### src/rtl/itmr_pkg.sv
package itmr_pkg;
  localparam int SEL_W = 2;
  localparam logic [SEL_W-1:0] SEL_CTRL = 2'd0;
  localparam logic [SEL_W-1:0] SEL_MOD  = 2'd1;
  localparam logic [SEL_W-1:0] SEL_CNT  = 2'd2;

  localparam int B_EN   = 0;
  localparam int B_RLD  = 1;
  localparam int B_FLAG = 2;
  localparam int B_IE   = 3;
  localparam int B_OVW  = 4;
  localparam int B_PRE  = 5;
  localparam int CTRL_W = 6;

  typedef struct packed {
    logic pre;
    logic ovw;
    logic ie;
    logic flag;
    logic rld;
    logic en;
  } ctrl_t;
endpackage

### src/rtl/itmr_prescaler.sv
module itmr_prescaler #(
  parameter int BASE_DIV = 2,
  parameter int EXT_DIV  = 64
) (
  input  logic clk_i,
  input  logic rst_i,
  input  logic run_i,
  input  logic ext_i,
  output logic tick_o
);
  localparam int FULL = BASE_DIV * EXT_DIV;
  localparam int PW   = $clog2(FULL + 1);

  logic [PW-1:0] ph_q;
  logic [PW-1:0] lim;

  assign lim    = ext_i ? PW'(FULL - 1) : PW'(BASE_DIV - 1);
  assign tick_o = run_i && (ph_q >= lim);

  always_ff @(posedge clk_i) begin
    if (rst_i || !run_i) ph_q <= '0;
    else if (tick_o)     ph_q <= '0;
    else                 ph_q <= ph_q + 1'b1;
  end

  // R2 (needs BASE_DIV of at least 2)
  tick_spacing_chk: assert property (@(posedge clk_i) disable iff (rst_i)
    tick_o |=> !tick_o);
endmodule

### src/rtl/itmr_counter.sv
module itmr_counter #(
  parameter int W = 16
) (
  input  logic         clk_i,
  input  logic         rst_i,
  input  logic         en_i,
  input  logic         tick_i,
  input  logic         reload_i,
  input  logic         load_i,
  input  logic [W-1:0] load_val_i,
  input  logic [W-1:0] mod_i,
  output logic [W-1:0] cnt_o,
  output logic         tc_o
);
  logic [W-1:0] cnt_q;
  logic         at_zero;

  assign at_zero = (cnt_q == '0);
  assign tc_o    = en_i && tick_i && at_zero && !load_i;
  assign cnt_o   = cnt_q;

  always_ff @(posedge clk_i) begin
    if (rst_i)                cnt_q <= '0;
    else if (load_i)          cnt_q <= load_val_i;
    else if (en_i && tick_i) begin
      if (at_zero)            cnt_q <= reload_i ? mod_i : '1;
      else                    cnt_q <= cnt_q - 1'b1;
    end
  end


  oneshot_wrap_chk: assert property (@(posedge clk_i) disable iff (rst_i)
    (tc_o && !reload_i) |=> (cnt_q == '1));

  periodic_reload_chk: assert property (@(posedge clk_i) disable iff (rst_i)
    (tc_o && reload_i) |=> (cnt_q == $past(mod_i)));

  hold_when_off_chk: assert property (@(posedge clk_i) disable iff (rst_i)
    (!en_i && !load_i) |=> $stable(cnt_q));
endmodule

### src/rtl/itmr_regs.sv
module itmr_regs
  import itmr_pkg::*;
#(
  parameter int W = 16
) (
  input  logic             clk_i,
  input  logic             rst_i,
  input  logic             wr_en_i,
  input  logic [SEL_W-1:0] addr_i,
  input  logic [W-1:0]     wdata_i,
  input  logic             tc_i,
  input  logic [W-1:0]     cnt_i,
  output ctrl_t            ctrl_o,
  output logic [W-1:0]     mod_o,
  output logic             load_o,
  output logic [W-1:0]     load_val_o,
  output logic [W-1:0]     rdata_o,
  output logic             irq_o
);
  ctrl_t        ctrl_q, ctrl_d;
  logic [W-1:0] mod_q, mod_d;
  logic [W-1:0] rdata_q;
  logic         irq_q;
  logic         wr_ctrl, wr_mod;

  assign wr_ctrl = wr_en_i && (addr_i == SEL_CTRL);
  assign wr_mod  = wr_en_i && (addr_i == SEL_MOD);

  always_comb begin
    ctrl_d = ctrl_q;
    if (wr_ctrl) begin
      ctrl_d.en   = wdata_i[B_EN];
      ctrl_d.rld  = wdata_i[B_RLD];
      ctrl_d.ie   = wdata_i[B_IE];
      ctrl_d.ovw  = wdata_i[B_OVW];
      ctrl_d.pre  = wdata_i[B_PRE];
      ctrl_d.flag = ctrl_q.flag && !wdata_i[B_FLAG];
    end
    if (tc_i) ctrl_d.flag = 1'b1;
  end

  assign mod_d      = wr_mod ? wdata_i : mod_q;
  assign load_o     = (wr_ctrl && wdata_i[B_EN] && !ctrl_q.en) || (wr_mod && ctrl_q.ovw);
  assign load_val_o = wr_mod ? wdata_i : mod_q;

  always_ff @(posedge clk_i) begin
    if (rst_i) begin
      ctrl_q  <= '0;
      mod_q   <= '0;
      irq_q   <= 1'b0;
      rdata_q <= '0;
    end else begin
      ctrl_q <= ctrl_d;
      mod_q  <= mod_d;
      irq_q  <= ctrl_d.flag && ctrl_d.ie;
      case (addr_i)
        SEL_CTRL: rdata_q <= W'(ctrl_q);
        SEL_MOD:  rdata_q <= mod_q;
        SEL_CNT:  rdata_q <= cnt_i;
        default:  rdata_q <= '0;
      endcase
    end
  end

  assign ctrl_o  = ctrl_q;
  assign mod_o   = mod_q;
  assign rdata_o = rdata_q;
  assign irq_o   = irq_q;


  flag_set_chk: assert property (@(posedge clk_i) disable iff (rst_i)
    tc_i |=> ctrl_q.flag);

  flag_clear_chk: assert property (@(posedge clk_i) disable iff (rst_i)
    (wr_ctrl && wdata_i[B_FLAG] && !tc_i) |=> !ctrl_q.flag);

  irq_gate_chk: assert property (@(posedge clk_i) disable iff (rst_i)
    irq_q |-> (ctrl_q.flag && ctrl_q.ie));
endmodule

### src/rtl/interval_timer.sv
module interval_timer
  import itmr_pkg::*;
#(
  parameter int CNT_W    = 16,
  parameter int BASE_DIV = 2,
  parameter int EXT_DIV  = 64
) (
  input  logic             clk_i,
  input  logic             rst_i,
  input  logic             wr_en_i,
  input  logic [SEL_W-1:0] addr_i,
  input  logic [CNT_W-1:0] wdata_i,
  output logic [CNT_W-1:0] rdata_o,
  output logic             irq_o
);
  ctrl_t            ctrl;
  logic [CNT_W-1:0] mod_val, cnt_val, load_val;
  logic             load, tick, tc;

  itmr_regs #(.W(CNT_W)) u_regs (
    .clk_i      (clk_i),
    .rst_i      (rst_i),
    .wr_en_i    (wr_en_i),
    .addr_i     (addr_i),
    .wdata_i    (wdata_i),
    .tc_i       (tc),
    .cnt_i      (cnt_val),
    .ctrl_o     (ctrl),
    .mod_o      (mod_val),
    .load_o     (load),
    .load_val_o (load_val),
    .rdata_o    (rdata_o),
    .irq_o      (irq_o)
  );

  itmr_prescaler #(.BASE_DIV(BASE_DIV), .EXT_DIV(EXT_DIV)) u_pre (
    .clk_i  (clk_i),
    .rst_i  (rst_i),
    .run_i  (ctrl.en),
    .ext_i  (ctrl.pre),
    .tick_o (tick)
  );

  itmr_counter #(.W(CNT_W)) u_cnt (
    .clk_i      (clk_i),
    .rst_i      (rst_i),
    .en_i       (ctrl.en),
    .tick_i     (tick),
    .reload_i   (ctrl.rld),
    .load_i     (load),
    .load_val_i (load_val),
    .mod_i      (mod_val),
    .cnt_o      (cnt_val),
    .tc_o       (tc)
  );


  enable_load_chk: assert property (@(posedge clk_i) disable iff (rst_i)
    (wr_en_i && addr_i == SEL_CTRL && wdata_i[B_EN] && !ctrl.en) |=> (cnt_val == $past(mod_val)));
endmodule

### config.mk
export PLATFORM = sky130hd
export DESIGN_NAME = interval_timer
export DESIGN_NICKNAME = d
export VERILOG_FILES = /design/src/rtl/itmr_pkg.sv /design/src/rtl/itmr_prescaler.sv /design/src/rtl/itmr_counter.sv /design/src/rtl/itmr_regs.sv /design/src/rtl/interval_timer.sv
export SDC_FILE = /design/constraint.sdc
export NUM_CORES = 1
export LEC_CHECK = 0
export BUFFER_PORTS_ARGS = -buffer_cell sky130_fd_sc_hd__buf_2
export CORE_MARGIN = 5
export CORE_UTILIZATION = 62
export CTS_CLUSTER_DIAMETER = 30
export CTS_CLUSTER_SIZE = 25
export DETAILED_ROUTE_END_ITERATION = 8
export GPL_TIMING_DRIVEN = 0
export PLACE_DENSITY = 0.84
export SLEW_MARGIN = 5
export SYNTH_ARGS = -nofsm -noshare
export SYNTH_HDL_FRONTEND = slang
export SYNTH_SLANG_ARGS = --single-unit
export TNS_END_PERCENT = 10
### constraint.sdc
create_clock -name clk_i -period 3.2 [get_ports clk_i]
set_clock_uncertainty 0.1 [all_clocks]
set_input_delay 0.64 -clock clk_i [delete_from_list [all_inputs] [get_ports clk_i]]
set_output_delay 0.64 -clock clk_i [all_outputs]
set_load 0.03 [all_outputs]
==> flow_summary_export.csv, run 1 <==
group,metric,value,unit
place,placed_area,3460,sq um
floorplan,num_rows,26,
synth,netlist_instances,361,
cts,clkTransAtPathRegs,0.08,ns
power_and_ir_drop,swShare,0.282,
power_and_ir_drop,powerDensity,479,nW/um^2
critical_path,cp.depth,8,
cts,ctsHoldBuffers,0,
drt,drt_iter0_markers,376,
place,gp_congestion,0.943,
synth,synth-xor-area-share,0.0165,
synth,synthTopCellsByCount,"63 x dfxtp_1, 58 x nor2_1, 27 x a21oi_1",
drt,num_vias,3088,
drt,dr.pass1.iters,5,
cts,cts_setup_buffers,0,
synth,yosys_warnings,0,
critical_path,end_kind,"flop",
floorplan,io_pins,38,
synth,ys_seq_elements,63,
grt,grt_pass1_vias,3058,
power_and_ir_drop,comb_power_share,0.147,
layout,drive_gt1_frac,0.179,
cts,cts_buffers,9,
cts,cts_tree,"done",
critical_path,critPathSlowestCell,"clkbuf_1",
timing,min_period,2.81,ns
cts,htreeDepth,3,
synth,synth_nets,391,
critical_path,crit_fanout,10,
synth,synthMuxAreaShare,0.0816,
power_and_ir_drop,peakVddDrop,0.388,mV
layout,diodes,0,
synth,seq_area_frac_synth,0.395,
floorplan,die_w,81.7,microns
floorplan,start_util,0.633,
grt,grt.overflow.total,0,
power_and_ir_drop,intPower,1250,uW
worst_hold_path,hp-class,"reg2reg",
synth,synth_compound_area_frac,0.210,
power_and_ir_drop,leakagePower,0.00150,uW
layout,fillers,401,
synth,ys.flop_type,"dfxtp_1",
synth,synth_top_family_by_area,"simple AND/OR/NAND/NOR gates",
worst_hold_path,whs_path_depth,1,
drt,wl_per_cell,18.6,microns
cts,clockRootBuffer,"clkbuf_8",
critical_path,rr_worst_depth,8,
cts,cts-resized-gates,0,
timing,rsz0062_at_grt,"false",
synth,async_flop_share,0,
floorplan,dieArea,6680,sq um
timing,drv_slew,0,
timing,finalSetupViolCount,0,
power_and_ir_drop,p_clk_frac,0.385,
place,io_buffers,36,
critical_path,crit_arrival,2.99,ns
timing,finalCritPeriodShare,0.880,
synth,yosysMostFrequentCell,"dfxtp_1",
synth,synth-edff-count,0,
drt,routed_wl,8960,microns
critical_path,r2r_slack,0.39,ns
synth,synth_area,3190,sq um
cts,clk-insertion-delay-late,0.36,ns
power_and_ir_drop,switching_power,493,uW
timing,final_hold_viol_count,0,
critical_path,cpPeakStageDelay,0.53,ns
grt,grt_max_degree,12,
critical_path,critPathBufInv,2,
critical_path,startpoint,"u_regs.ctrl_o[5]",
synth,synth-simple-area-share,0.211,
synth,yosys-top-cells-area,"dfxtp_1 40%, mux2i_1 8.2%, nor2_1 6.8%",
synth,synth_top_area_cell,"dfxtp_1",
critical_path,worst_setup_path_start_kind,"flop",
timing,max_freq,355,MHz
layout,syn_to_final_growth,14.3,%
synth,synth_adder_area_share,0.0353,
cts,cts_sinks,63,
floorplan,die_h,81.7,microns
worst_hold_path,hold_start,"u_pre.ph_q[0]",
place,hpwlAfterDp,6020,microns
synth,synth_top_area_frac,0.395,
critical_path,crit_type,"reg2reg",
timing,maxSlewHeadroom,0.534,
critical_path,cp.required,3.38,ns
critical_path,r2r-start,"u_regs.ctrl_o[5]",
grt,antenna_found_initial,0,
critical_path,critPathTopFamily,"compound AO/OA/AOI/OAI gates",
drt,ant_nets,0,
run_status,status,"finished, final reports clean",
critical_path,worstPathCellList,"inv_1 -> ha_1 -> a211oi_1 -> nand3_1 -> o21ai_1 -> clkbuf_1 -> a21oi_1 -> a221oi_2",
grt,grt_pass1_wl,14700,microns
flow_run,drv_cap,0,
drt,viasPerCell,6.39,
layout,nets,438,
layout,fin_util,0.723,
floorplan,core,5040,sq um
power_and_ir_drop,pwr-share-seq,0.468,
timing,worst_pin_slew,0.693,ns
synth,ys_types,59,
drt,drc,0,
grt,grt.total_usage,0.294,
layout,design_area,3650,sq um
synth,syn_area_per_cell,8.83,sq um
cts,clk_path_buf_depth,2,
timing,fin_setup_tns,0,ns
## power by group through the flow
stage	clock network, uW	registers (uW)	logic (uW)
2_1_floorplan	0	834	174
3_3_place_gp	0	833	245
3_5_place_dp	0	834	247
4_1_cts	681	816	249
5_1_grt	734	818	278
6_report	673	817	256
## final timing paths
path,to
worst min-delay path,u_pre.ph_q[0]
worst min register to register,u_pre.ph_q[0]
worst max-delay path,u_cnt.cnt_o[13]
worst max register to register,u_cnt.cnt_o[13]
## placed cells by master, fill, tap and decap left out, drive strengths merged, types with 4 or more instances in the layout
master   n
dfxtp   63
nor2    58
buf     50
a21oi   27
mux2i   26
clkbuf  23
nand3   18
o21ai   12
a22oi   10
ha       9
nand2    8
inv      7
nand2b   6
o32ai    6
nor3     6
o22ai    6
xor2     5
nand4b   5
o31a     5
a221oi   5
a211oi   4
and3     4
nand4    4
clkinv   4
## registers in the layout (all words and copies together), names as in the netlist
register        cells
u_cnt.cnt_o        16
u_pre.ph_q          8
u_regs.ctrl_o       6
u_regs.irq_o        1
u_regs.mod_o       16
u_regs.rdata_o     16
## cells by family after synthesis
family,Yosys count
adder cells (fa/ha/maj),9
AO/OA/AOI/OAI,95
flip-flops,63
buffers and inverters,34
AND/OR/NAND/NOR,128
XOR/XNOR,6
multiplexers,26
## area by class of cell
type	instances	area, sq um	area share
clock inverter	6	61.3	0.0168
timing repair buffer	36	180	0.0494
sequential	63	1260	0.346
tap	70	87.6	0.0240
multi-input combinational	264	1770	0.485
clock buffer	10	128	0.0350
buffer	27	134	0.0367
inverter	7	26.3	0.00721
## through the flow
step,hold slack [ns],total power (uW),worst slack (ns),std cells
5_1_grt,0.462,1830,0.251,483
3_5_place_dp,0.393,1080,0.472,467
6_report,0.404,1750,0.385,483
4_1_cts,0.411,1750,0.455,483
2_1_floorplan,0.349,1010,1.03,361
3_3_place_gp,0.375,1080,0.545,467
## per-layer routing
| layer | wire, microns | global-route usage | vias up |
|---|---|---|---|
| met3 | 760 | 0.0976 | 20 |
| met5 | 0 | 0 | - |
| li1 | - | - | 1432 |
| met2 | 4120 | 0.461 | 155 |
| met1 | 3800 | 0.369 | 1481 |
| met4 | 279 | 0.123 | 0 |
No activity file was read; power rests on OpenSTA's default activity.
==> run 2, diff against run 1 <==
Settings changed: ABC_AREA from default to 1, CORE_UTILIZATION 62 to 63, PLACE_DENSITY 0.84 to 0.85.
==> run 2 against run 1 <==
Net effect: clock-buffer cell count rose by 2; synthesized area rose by 13%; worst hold slack got worse by 0.036 ns; power rose by 15%; critical endpoint is now u_cnt.cnt_o[14].
==> flow_summary_export.csv, run 2 <==
group,metric,value,unit
run_status,status,"finished, final reports clean",
floorplan,start_util,0.650,
drt,viasPerCell,5.45,
cts,clockRootBuffer,"clkbuf_8",
timing,fin_setup_tns,0,ns
drt,ant_nets,0,
cts,cts_setup_buffers,0,
synth,ys_seq_elements,63,
cts,htreeDepth,3,
cts,clkTransAtPathRegs,0.07,ns
timing,worst_pin_slew,0.624,ns
power_and_ir_drop,peakVddDrop,0.314,mV
cts,cts-resized-gates,0,
synth,synth_top_area_frac,0.350,
drt,dr.pass1.iters,5,
synth,ys.flop_type,"dfxtp_1",
grt,grt.total_usage,0.275,
cts,clk_path_buf_depth,2,
critical_path,r2r-start,"u_regs.ctrl_o[5]",
synth,ys_types,37,
drt,routed_wl,9550,microns
flow_run,drv_cap,0,
worst_hold_path,hp-class,"reg2reg",
critical_path,worst_setup_path_start_kind,"flop",
synth,syn_area_per_cell,6.66,sq um
drt,drc,0,
critical_path,crit_arrival,2.27,ns
synth,synth_area,3600,sq um
cts,cts_buffers,9,
floorplan,die_w,85.6,microns
place,io_buffers,36,
drt,num_vias,3617,
synth,yosys-top-cells-area,"dfxtp_1 35%, nand2_1 15%, inv_1 7.2%",
grt,grt_pass1_wl,15900,microns
synth,seq_area_frac_synth,0.350,
drt,drt_iter0_markers,303,
critical_path,end_kind,"flop",
timing,drv_slew,0,
layout,nets,617,
grt,grt.overflow.total,0,
grt,antenna_found_initial,0,
synth,synth_nets,570,
timing,max_freq,471,MHz
synth,synthTopCellsByCount,"140 x nand2_1, 69 x inv_1, 66 x nor2_1",
timing,maxSlewHeadroom,0.584,
critical_path,rr_worst_depth,11,
floorplan,die_h,85.6,microns
cts,cts_tree,"done",
cts,cts_sinks,63,
floorplan,io_pins,38,
timing,finalCritPeriodShare,0.664,
timing,setup_ws,1.08,ns
synth,yosys_warnings,0,
synth,synth-edff-count,0,
timing,final_hold_viol_count,0,
grt,grt_pass1_vias,3316,
layout,fin_util,0.733,
worst_hold_path,hold_start,"u_regs.mod_o[9]",
floorplan,dieArea,7320,sq um
synth,netlist_instances,540,
synth,async_flop_share,0,
critical_path,crit_type,"reg2reg",
critical_path,crit_fanout,10,
cts,ctsHoldBuffers,0,
critical_path,r2r-end,"u_cnt.cnt_o[14]",
cts,clk-insertion-delay-late,0.35,ns
layout,drive_gt1_frac,0.159,
timing,rsz0062_at_grt,"false",
place,gp_congestion,0.964,
critical_path,r2r_slack,1.08,ns
layout,syn_to_final_growth,12.8,%
synth,synth_top_area_cell,"dfxtp_1",
layout,diodes,0,
synth,yosysMostFrequentCell,"nand2_1",
worst_hold_path,whs_path_depth,2,
timing,finalSetupViolCount,0,
worst_hold_path,hold_path_end,"u_regs.rdata_o[9]",
critical_path,cp.required,3.35,ns
timing,min_period,2.12,ns
place,hpwlAfterDp,6970,microns
power_and_ir_drop,powerDensity,495,nW/um^2
layout,layout_commonest_cell,"nand2_1",
floorplan,core,5540,sq um
drt,wl_per_cell,14.4,microns
layout,mostFrequentLayoutCells,"140 x nand2_1, 69 x inv_1, 66 x nor2_1",
place,dp_slack,1.10,ns
grt,grt_max_degree,11,
floorplan,num_rows,27,
power_and_ir_drop,leakagePower,0.00202,uW
[run 2: cell count changes after synthesis, sizes merged, moves of 6 or more]
cell	previous run	this run
a21oi	27	36
a22oi	10	0
buf	14	8
inv	7	72
mux2i	26	0
nand2	8	149
nand2b	6	0
nand3	18	44
nor2	58	85
o21ai	12	37
o32ai	6	0
[run 2: stage by stage]
stage          cells  area (sq um)  power [uW]  hold slack, ns
6_report         664          4060        2010           0.368
4_1_cts          664          4060        2000           0.366
2_1_floorplan    540          3600        1220           0.341
3_5_place_dp     648          3870        1320           0.355
5_1_grt          664          4060        2120           0.393
3_3_place_gp     648          3870        1310           0.356
[run 2: logic make-up (layout without fill, tap and decap cells)]
| logic type | Yosys count | in the layout | synth area share |
|---|---|---|---|
| AO/OA/AOI/OAI | 87 | 87 | 0.132 |
| AND/OR/NAND/NOR | 288 | 288 | 0.373 |
| flip-flops | 63 | 63 | 0.350 |
| XOR/XNOR | 4 | 4 | 0.00974 |
| adder cells (fa/ha/maj) | 9 | 9 | 0.0313 |
| buffers and inverters | 89 | 141 | 0.103 |
[run 2: layout make-up]
| class | count | area, sq um |
|---|---|---|
| tap | 72 | 90.1 |
| clock inverter | 4 | 45.0 |
| fill | 471 | 1480 |
| multi-input combinational | 388 | 1970 |
| timing repair buffer | 36 | 180 |
| buffer | 16 | 97.6 |
| clock buffer | 12 | 145 |
| sequential | 63 | 1260 |
| inverter | 73 | 274 |
[run 2: critical path, cell delays in order, from the launching register on]
cell and delay [ns]:
dfxtp_1 0.30, inv_1 0.21, ha_1 0.31, a21oi_1 0.19
nor2_1 0.06, nor2_1 0.10, nand2_1 0.10, nand2_4 0.13
nand2_4 0.13, buf_6 0.18, o21ai_1 0.17, nor2_2 0.06
[run 2: worst max path at each step]
| stage | start | to | slack [ns] | cells past startpoint |
|---|---|---|---|---|
| after global routing | u_regs.ctrl_o[5] | u_cnt.cnt_o[14] | 0.95 | 11 |
| final | u_regs.ctrl_o[5] | u_cnt.cnt_o[14] | 1.08 | 11 |
| after floorplan | u_regs.ctrl_o[5] | u_cnt.cnt_o[14] | 1.45 | 11 |
| after CTS | u_regs.ctrl_o[5] | u_cnt.cnt_o[14] | 1.10 | 11 |
| after detailed placement | addr_i[1] | u_cnt.cnt_o[8] | 1.10 | 10 |
| after global placement | rst_i | u_regs.rdata_o[4] | 1.10 | 6 |
[run 2: power breakdown]
group / total [uW] / internal (uW) / switching [uW]
clock network: 688 / 377 / 310
registers: 837 / 812 / 24.8
logic: 484 / 164 / 319
total: 2010 / 1350 / 655
[run 2: metal layers]
layer	up-vias	track usage	part of all wire
met2	181	0.432	0.46
met4	0	0.112	0.022
met1	1597	0.367	0.42
li1	1815	-	-
met5	-	0	0
met3	24	0.0586	0.097
==> run 3, diff against run 2 <==
Settings changed: ABC_AREA 1 to 0, CORE_UTILIZATION 63 to 58, PLACE_DENSITY 0.85 to 0.79.
Clock period 3.2 ns to 2 ns, I/O delays scaled along.
==> run 3 against run 2 <==
Net effect: the flow now finishes with violations (setup timing); register-to-register slack got worse by 1.4 ns; sequential cell count is the same; worst setup slack worse by 1.4 ns; clock power rose by 86%; global-route usage increased by 1.0 points; routed wire length grew 19%; sequential share of layout area shrank 0.93 points; power rose by 57%; critical endpoint is now u_cnt.cnt_o[2]; largest power group unchanged; highest routed layer unchanged.
==> flow_summary_export.csv, run 3 (same netlist as run 1, synthesis figures left out) <==
group,metric,value,unit
run_status,status,"finished, violations left",
run_status,violations,"setup timing",
cts,cts_sinks,63,
drt,wl_per_cell,22.7,microns
layout,nets,454,
cts,ctsHoldBuffers,0,
critical_path,crit_end,"u_cnt.cnt_o[2]",
power_and_ir_drop,pwr-share-seq,0.416,
place,io_buffers,36,
layout,drive_gt1_frac,0.319,
grt,grt_pass1_wl,16100,microns
drt,ant_nets,0,
grt,grt_max_degree,11,
layout,syn_to_final_growth,32.6,%
floorplan,die_h,84.2,microns
cts,clkTransAtPathRegs,0.07,ns
drt,viasPerCell,6.92,
floorplan,dieArea,7080,sq um
timing,max_freq,435,MHz
power_and_ir_drop,p_clk_frac,0.406,
critical_path,worst_setup_path_start_kind,"flop",
timing,maxSlewHeadroom,0.498,
floorplan,start_util,0.586,
worst_hold_path,hp-class,"in2reg",
critical_path,end_kind,"flop",
timing,drv_slew,0,
timing,rsz0062_at_grt,"true",
layout,diodes,0,
power_and_ir_drop,leakagePower,0.00171,uW
cts,clk_path_buf_depth,2,
power_and_ir_drop,powerDensity,744,nW/um^2
power_and_ir_drop,switching_power,873,uW
critical_path,crit_fanout,7,
layout,fin_util,0.778,
place,gp_congestion,0.930,
drt,num_vias,3465,
critical_path,cp.required,2.13,ns
timing,final_hold_viol_count,0,
place,hpwlAfterDp,6220,microns
grt,grt_pass1_vias,3271,
cts,cts_buffers,9,
drt,drt_iter0_markers,658,
floorplan,die_w,84.2,microns
power_and_ir_drop,swShare,0.277,
critical_path,r2r_slack,-0.30,ns
critical_path,rr_worst_depth,8,
critical_path,crit_arrival,2.43,ns
cts,clockRootBuffer,"clkbuf_8",
power_and_ir_drop,comb_power_share,0.178,
floorplan,io_pins,38,
timing,fin_setup_tns,-2.18,ns
layout,layout_commonest_cell,"dfxtp_1",
drt,routed_wl,11300,microns
timing,setup_ws,-0.301,ns
grt,grt.overflow.total,0,
timing,min_period,2.30,ns
drt,drc,0,
critical_path,startpoint,"u_cnt.cnt_o[0]",
floorplan,num_rows,27,
worst_hold_path,hold_start,"wdata_i[9]",
floorplan,core,5440,sq um
critical_path,r2r-end,"u_cnt.cnt_o[2]",
critical_path,crit_type,"reg2reg",
critical_path,r2r-start,"u_cnt.cnt_o[0]",
cts,cts_tree,"done",
layout,mostFrequentLayoutCells,"58 x dfxtp_1, 57 x nor2_1, 40 x buf_2",
drt,dr.pass1.iters,6,
grt,grt.total_usage,0.285,
cts,clk-insertion-delay-late,0.35,ns
cts,htreeDepth,3,
grt,antenna_found_initial,0,
timing,worst_pin_slew,0.750,ns
timing,finalCritPeriodShare,1.15,
power_and_ir_drop,peakVddDrop,0.512,mV
power_and_ir_drop,intPower,2280,uW
timing,finalSetupViolCount,22,
flow_run,drv_cap,0,
[run 3: cell types whose count changed in the layout (fill, tap and decap cells not counted), sizes merged, moves of 6 or more]
cell    change
inv        -65
o21ai      -25
a21oi       -9
mux2i      +26
nor2       -27
buf        +24
o32ai       +6
a22oi      +10
nand3      -26
nand2     -141
nand2b      +6
[run 3: final cells by class]
cell class                      count  area, sq um
Multi-Input combinational cell    264         2060
Sequential cell                    63         1270
Fill cell                         354         1210
Timing Repair Buffer               54          377
Buffer                             25          168
Clock buffer                       13          159
Tap cell                           72         90.1
Clock inverter                      3         65.1
Inverter                            7         38.8
[run 3: worst max-delay path, stage by stage (launching register included)]
cell and delay (ns):
dfxtp_4 0.38, inv_4 0.08, ha_4 0.14, nor4b_4 0.26, nand4_4 0.29, clkbuf_16 0.26
o31a_1 0.30, o21ai_1 0.24, o22ai_1 0.13
[run 3: timing repair]
| item | CTS | global route |
|---|---|---|
| endpoints found under the setup margin | 26 | 26 |
| pin swaps | 10 | 19 |
| cloned | 2 | 1 |
| buffers inserted | 8 | 7 |
| gates resized for setup | 29 | 42 |
[run 3: how the worst min path moves through the flow]
stage                             endpoint  slack, ns  depth (start not counted)
after global routing       u_regs.mod_o[9]       0.22                          3
after detailed placement     u_pre.ph_q[0]       0.39                          1
after CTS                 u_regs.ctrl_o[1]       0.21                          3
after global placement       u_pre.ph_q[0]       0.38                          1
final                      u_regs.mod_o[9]       0.21                          3
after floorplan              u_pre.ph_q[0]       0.35                          1
[run 3: layer usage]
layer | GRT usage | wire [microns] | vias to the layer above
li1 | - | - | 1464
met1 | 0.345 | 4190 | 1623
met2 | 0.463 | 5240 | 293
met3 | 0.0677 | 1230 | 85
met4 | 0.165 | 689 | 0
met5 | 0 | 0 | -
[run 3: metrics by stage]
stage | setup slack (ns) | power, uW | cells | instance area, sq um | hold WS, ns
2_1_floorplan | -0.0121 | 1620 | 361 | 3230 | 0.349
3_3_place_gp | -0.359 | 1720 | 469 | 3500 | 0.378
3_5_place_dp | -0.389 | 1730 | 469 | 3500 | 0.392
4_1_cts | -0.0690 | 3020 | 494 | 3980 | 0.214
5_1_grt | -0.272 | 3240 | 501 | 4230 | 0.216
6_report | -0.301 | 3150 | 501 | 4230 | 0.209
[run 3: power by group through the flow]
stage	logic [uW]	clock network, uW	registers (uW)
2_1_floorplan	282	0	1340
3_3_place_gp	389	0	1330
3_5_place_dp	399	0	1340
4_1_cts	442	1270	1310
5_1_grt	585	1340	1310
6_report	562	1280	1310
